## config.mk

```make
export PLATFORM = sky130hd
export DESIGN_NAME = cmd_link_decoder
export DESIGN_NICKNAME = d
export VERILOG_FILES = /design/src/rtl/cmd_link_decoder.sv
export SDC_FILE = /design/constraint.sdc
export NUM_CORES = 1
export LEC_CHECK = 0
export ABC_AREA = 1
export BUFFER_PORTS_ARGS = -buffer_cell sky130_fd_sc_hd__buf_2
export CAP_MARGIN = 20
export CORE_MARGIN = 2
export CORE_UTILIZATION = 30
export DETAILED_ROUTE_END_ITERATION = 16
export SYNTH_ARGS = -nofsm -noshare
export SYNTH_HDL_FRONTEND = slang
export SYNTH_SLANG_ARGS = --single-unit
export TNS_END_PERCENT = 100
```

## constraint.sdc

```tcl
create_clock -name clk -period 3.51 [get_ports clk]
set_input_delay 0 -clock clk [delete_from_list [all_inputs] [get_ports clk]]
set_output_delay 0 -clock clk [all_outputs]
set_load 0.005 [all_outputs]
```

## src/rtl/cmd_link_decoder.sv

```systemverilog
module cmd_link_decoder #(
  parameter int ADDR_W = 5,
  parameter int ARRAY_BITS = 2816,
  parameter int BYTE_BITS = 8,
  parameter int MODE_BITS = 2,
  parameter logic [ADDR_W-1:0] BCAST_ID = 5'b10101,
  parameter logic [ADDR_W-1:0] FLOAT_ID = 5'b01010
) (
  input  logic              clk,
  input  logic              rst_n,
  input  logic              shift_ctl,
  input  logic              shift_in,
  input  logic [ADDR_W-1:0] chip_id,
  input  logic              id_bonded,
  input  logic              rd_bit,
  output logic [4:0]        reg_sel,
  output logic              set_stb,
  output logic              clr_stb,
  output logic              dflt_stb,
  output logic              wr_en,
  output logic              wr_bit,
  output logic              wr_last,
  output logic              rd_req,
  output logic              rd_adv,
  output logic              shift_out,
  output logic              acq_stb
);
  localparam int REG_W    = 5;
  localparam int OP_W     = 3;
  localparam int HDR_BITS = ADDR_W + REG_W + OP_W;
  localparam int CNT_W    = $clog2(HDR_BITS + 1);
  localparam int DCNT_W   = $clog2(ARRAY_BITS + 1);
  localparam logic [OP_W-1:0] OP_WRITE = 3'b001;
  localparam logic [OP_W-1:0] OP_SET   = 3'b010;
  localparam logic [OP_W-1:0] OP_READ  = 3'b100;
  localparam logic [OP_W-1:0] OP_CLR   = 3'b101;
  localparam logic [OP_W-1:0] OP_DFLT  = 3'b110;
  localparam logic [REG_W-1:0] CAP_REG = 5'd15;

  typedef enum logic [2:0] {K_NONE, K_BYTE, K_MODE, K_ARRAY, K_FLAG, K_BCAST, K_ACTION} kind_e;

  function automatic kind_e kind_of(input logic [REG_W-1:0] r);
    if ((r >= 5'd1 && r <= 5'd7) || (r >= 5'd9 && r <= 5'd15)) return K_BYTE;
    if (r == 5'd16) return K_MODE;
    if (r == 5'd17 || r == 5'd18) return K_ARRAY;
    if (r == 5'd19 || r == 5'd20) return K_FLAG;
    if (r == 5'd21) return K_BCAST;
    if (r == 5'd24 || r == 5'd28) return K_ACTION;
    return K_NONE;
  endfunction

  function automatic logic legal(input kind_e k, input logic [OP_W-1:0] op);
    case (k)
      K_BYTE, K_MODE, K_ARRAY:
        return op == OP_WRITE || op == OP_SET || op == OP_READ || op == OP_CLR || op == OP_DFLT;
      K_FLAG, K_BCAST:
        return op == OP_SET || op == OP_CLR || op == OP_DFLT;
      K_ACTION:
        return op == OP_SET;
      default:
        return 1'b0;
    endcase
  endfunction

  function automatic logic [DCNT_W-1:0] len_of(input kind_e k);
    case (k)
      K_BYTE:  return DCNT_W'(BYTE_BITS);
      K_MODE:  return DCNT_W'(MODE_BITS);
      K_ARRAY: return DCNT_W'(ARRAY_BITS);
      default: return '0;
    endcase
  endfunction

  logic                  sc_r;
  logic [CNT_W-1:0]      hcnt;
  logic [HDR_BITS-2:0]   hsr;
  logic [DCNT_W-1:0]     dcnt, dlen;
  logic [REG_W-1:0]      hreg;
  logic [OP_W-1:0]       hop;
  logic                  hdr_new, dat_new, dat_bit, dat_last, wr_mode, acq_pend;

  wire [HDR_BITS-1:0] hdr    = {hsr, shift_in};
  wire [ADDR_W-1:0]   h_addr = hdr[HDR_BITS-1 -: ADDR_W];
  wire [REG_W-1:0]    h_reg  = hdr[OP_W +: REG_W];
  wire [OP_W-1:0]     h_op   = hdr[OP_W-1:0];
  wire                h_hit  = (h_addr == BCAST_ID) || (h_addr == (id_bonded ? chip_id : FLOAT_ID));
  wire                h_ok   = h_hit && legal(kind_of(h_reg), h_op);
  wire                h_acq  = h_ok && h_reg == CAP_REG && h_op == OP_SET;

  // capture side: falling edges
  always_ff @(negedge clk or negedge rst_n) begin
    if (!rst_n) begin
      hcnt <= '0; hsr <= '0; dcnt <= '0; dlen <= '0;
      hreg <= '0; hop <= '0;
      hdr_new <= 1'b0; dat_new <= 1'b0; dat_bit <= 1'b0; dat_last <= 1'b0;
      wr_mode <= 1'b0; acq_pend <= 1'b0; acq_stb <= 1'b0;
    end else begin
      hdr_new <= 1'b0;
      dat_new <= 1'b0;
      acq_stb <= 1'b0;
      if (!sc_r) begin
        hcnt <= '0;
        dcnt <= '0;
        wr_mode <= 1'b0;
        if (acq_pend) begin
          acq_stb  <= 1'b1;
          acq_pend <= 1'b0;
        end
      end else if (hcnt != CNT_W'(HDR_BITS)) begin
        hsr  <= {hsr[HDR_BITS-3:0], shift_in};
        hcnt <= hcnt + 1'b1;
        if (hcnt == CNT_W'(HDR_BITS - 1)) begin
          hdr_new <= h_ok && !h_acq;
          hreg    <= h_reg;
          hop     <= h_op;
          wr_mode <= h_ok && h_op == OP_WRITE;
          dlen    <= len_of(kind_of(h_reg));
          dcnt    <= '0;
          if (h_acq) acq_pend <= 1'b1;
        end
      end else if (wr_mode && dcnt != dlen) begin
        dat_new  <= 1'b1;
        dat_bit  <= shift_in;
        dat_last <= (dcnt == dlen - DCNT_W'(1));
        dcnt     <= dcnt + 1'b1;
      end
    end
  end

  // strobe side: rising edges
  always_ff @(posedge clk or negedge rst_n) begin
    if (!rst_n) begin
      sc_r <= 1'b0; reg_sel <= '0;
      set_stb <= 1'b0; clr_stb <= 1'b0; dflt_stb <= 1'b0; rd_req <= 1'b0;
      wr_en <= 1'b0; wr_bit <= 1'b0; wr_last <= 1'b0;
      rd_adv <= 1'b0; shift_out <= 1'b0;
    end else begin
      sc_r      <= shift_ctl;
      set_stb   <= hdr_new && hop == OP_SET;
      clr_stb   <= hdr_new && hop == OP_CLR;
      dflt_stb  <= hdr_new && hop == OP_DFLT;
      rd_req    <= hdr_new && hop == OP_READ;
      if (hdr_new) reg_sel <= hreg;
      wr_en     <= dat_new;
      wr_bit    <= dat_new && dat_bit;
      wr_last   <= dat_new && dat_last;
      rd_adv    <= shift_ctl && (rd_req || rd_adv);
      shift_out <= shift_ctl && rd_adv && rd_bit;
    end
  end

  p_one_action_r3: assert property (@(posedge clk) disable iff (!rst_n)
    $onehot0({set_stb, clr_stb, dflt_stb, rd_req, wr_en}));

  p_strobe_single_r3: assert property (@(posedge clk) disable iff (!rst_n)
    (set_stb || clr_stb || dflt_stb) |=> !(set_stb || clr_stb || dflt_stb));

  p_no_spill_r4: assert property (@(posedge clk) disable iff (!rst_n)
    wr_last |=> !wr_en);

  p_out_needs_read_r11: assert property (@(posedge clk) disable iff (!rst_n)
    shift_out |-> $past(rd_adv));

  p_capture_single_r6: assert property (@(posedge clk) disable iff (!rst_n)
    acq_stb |=> !acq_stb);

  p_idle_quiet_r7: assert property (@(posedge clk) disable iff (!rst_n)
    (!sc_r && !$past(sc_r)) |-> !(set_stb || clr_stb || dflt_stb || rd_req || wr_en));
endmodule

```

==> metrics <==
Synth Cell Area=3090 sq um; Clk Latency, worst-skew pair=340 ps; Net Count, Synth=388; antenna-violating nets left=0; H-Tree Depth=3; syn_area_per_cell=8.34 sq um; root buffer cell=clkbuf_8; Core ar.=10200 sq um; Avg WL per Cell=12.2 um; Worst EP required=1920 ps; Syn. warnings=0; Clock Sinks=61; leading area contributor after synthesis=dfrtn_1; RSZ-0062 raised after global routing=no; placer congestion estimate=0.884; initial antenna violation count=0; CP Class=flop to flop; Final Net Count=421; WL met1=3050 um; GRT Resource Usage Total=0.131; synth top area cells=dfrtn_1 (37%), dfrtp_1 (12%), nand2_1 (11%); slowest cell delay on critical path=420 ps; Max FO, Critical Path=12; Setup TNS=0 ps; die area=11100 sq um; CP Capture Type=flop; Die W=106 um; Clock transition at path regs=80 ps; Hold Slack=178 ps; Slew Limit Fails=0; measured slew at the worst slew-check pin=537 ps; Crit path max-delay family=simple AND/OR/NAND/NOR gates; Layout Skew=21.5 ps; Via density=4.59; Max clock buf depth=2; post-CTS sizing=0; Worst VDD drop=0.208 mV; DRT iter0 DRCs=89; met2 wire length=3320 um; share of cells above drive strength 1=0.159; Max Used Layer=met4; 1st-pass router iterations=4; min-delay worst type=primary input to asynchronous set/reset pin; Port-buffer cells=25; maxcap violations=0; gr ovfl total=0; main flop type after synthesis=dfrtn_1; pre-CTS WS=427 ps; arrival time worst endpoint=1510 ps; Residual DRC=0; post-layout worst setup margin=416 ps; Core Rows=37; CTS tree=done; initial core utilization=0.304; ant diodes=0; first-pass GRT wire length=11800 um; largest net degree at the start of global routing=32; Buf/Inv on CP=1; via count=2503; Final Hold Viols=0; # fillers=1063; register area share after synthesis=0.494; status=finished, final reports clean; CTS Buf Count=9; Post-synth EDFFs=0; Synth Register Bits=61; DP HPWL=4810 um; top cell type's share of synthesized area=0.372; fin area=3650 sq um; Final Setup Violations=0; area grow syn2layout=18.0%; Post-synth ARST share=1.00; worst-path cell chain=nand2_2 > nor2_2 > inv_1 > nand2_1 > o21ai_0; Leak=1.76 nW; met3 routed WL=210 um; crit path max-delay cell type=dfrtp_1; most frequent cells after synthesis=nand2_1 (90), dfrtn_1 (46), inv_1 (43); Die H=106 um; PwrDens=455 nW/um^2; Slew Limit Headroom=0.642; routed wire length=6660 um; I/O Pins=26; fin util=0.358; library cells used by synthesis=33; Post-Syn Instances=371; post-place instance area=3380 sq um; vias in the first global route=2522; most frequent cell after synthesis=nand2_1; Startpoint Class=flop
power breakdown:
group	switching, mW	leakage, nW	internal [mW]
Combinational	0.0811	0.821	0.0445
Sequential	0.0287	0.823	0.731
Clock	0.301	0.120	0.473
Total	0.410	1.76	1.25
worst reg2reg max path: cells and delay by family, from the launching register on:
kind | cells | cell delay (ps)
flops | 1 | 420
simple gates | 3 | 450
buf+inv | 1 | 220
compound gates | 1 | 80
flip-flops by register name (all words and copies together) (netlist names), 3 cells and up:
name     count
dcnt        12
dlen         3
hcnt         4
hop          3
hreg         5
hsr         12
reg_sel      5
area by class of cell:
type,instances,area (sq um),share of cell area
clock inverter,6,113,0.0308
sequential,61,1530,0.418
clock buffer,10,128,0.0350
tap,136,170,0.0466
multi-input combinational,254,1340,0.366
timing repair buffer,34,213,0.0583
inverter,44,165,0.0452
cells in the final DEF, fill, tap and decap left out, types with 3 or more instances in the layout:
| cell | instances |
|---|---|
| nand3_1 | 32 |
| clkbuf_8 | 9 |
| xnor2_1 | 4 |
| dlygate4sd3_1 | 3 |
| buf_4 | 5 |
| nor2_1 | 33 |
| nor3_1 | 10 |
| inv_1 | 43 |
| nand4_1 | 7 |
| o21ai_0 | 24 |
| nand2_1 | 90 |
| buf_2 | 25 |
| xor2_1 | 14 |
| ha_1 | 6 |
| nor4_1 | 3 |
| bufinv_16 | 3 |
| dfrtn_1 | 46 |
| nor3_2 | 4 |
| mux2_2 | 6 |
| nand2_2 | 3 |
| dfrtp_1 | 15 |
| a21oi_1 | 4 |
| o21ai_1 | 3 |
per-stage QoR:
stage,cells,power (mW)
global route,545,1.73
detailed placement,526,0.898
CTS,545,1.68
floorplan,371,0.846
global placement,526,0.893
finish,545,1.66
what timing repair did:
item,in CTS,in global routing
buffers inserted,0,0
hold buffers,3,0
hold endpoints to repair,4,0
logic make-up after synthesis:
family,synth area share
buf+inv,0.0744
xor+xnor,0.0510
mux,0.0218
fa+ha+maj,0.0243
simple gates,0.272
compound gates,0.0627
flops,0.494
layer usage:
metal	GRT usage	vias to the layer above
met4	0.0442	0
met2	0.226	31
met3	0.0315	7
li1	-	1262
met5	0	-
met1	0.160	1203
worst paths after layout:
check                           from       to  slack [ps]  cells after the start
hold / removal                 rst_n     sc_r         180                      2
hold reg to reg              hreg[3]  hreg[3]         440                      2
setup reg to reg                sc_r  hreg[2]         420                      5
max in group asynchronous      rst_n   hsr[4]        1090                      3
setup / recovery                sc_r  hreg[2]         420                      5
min in group clk           shift_ctl     sc_r         330                      2
Note: power is estimated with default switching activity, not from simulation.
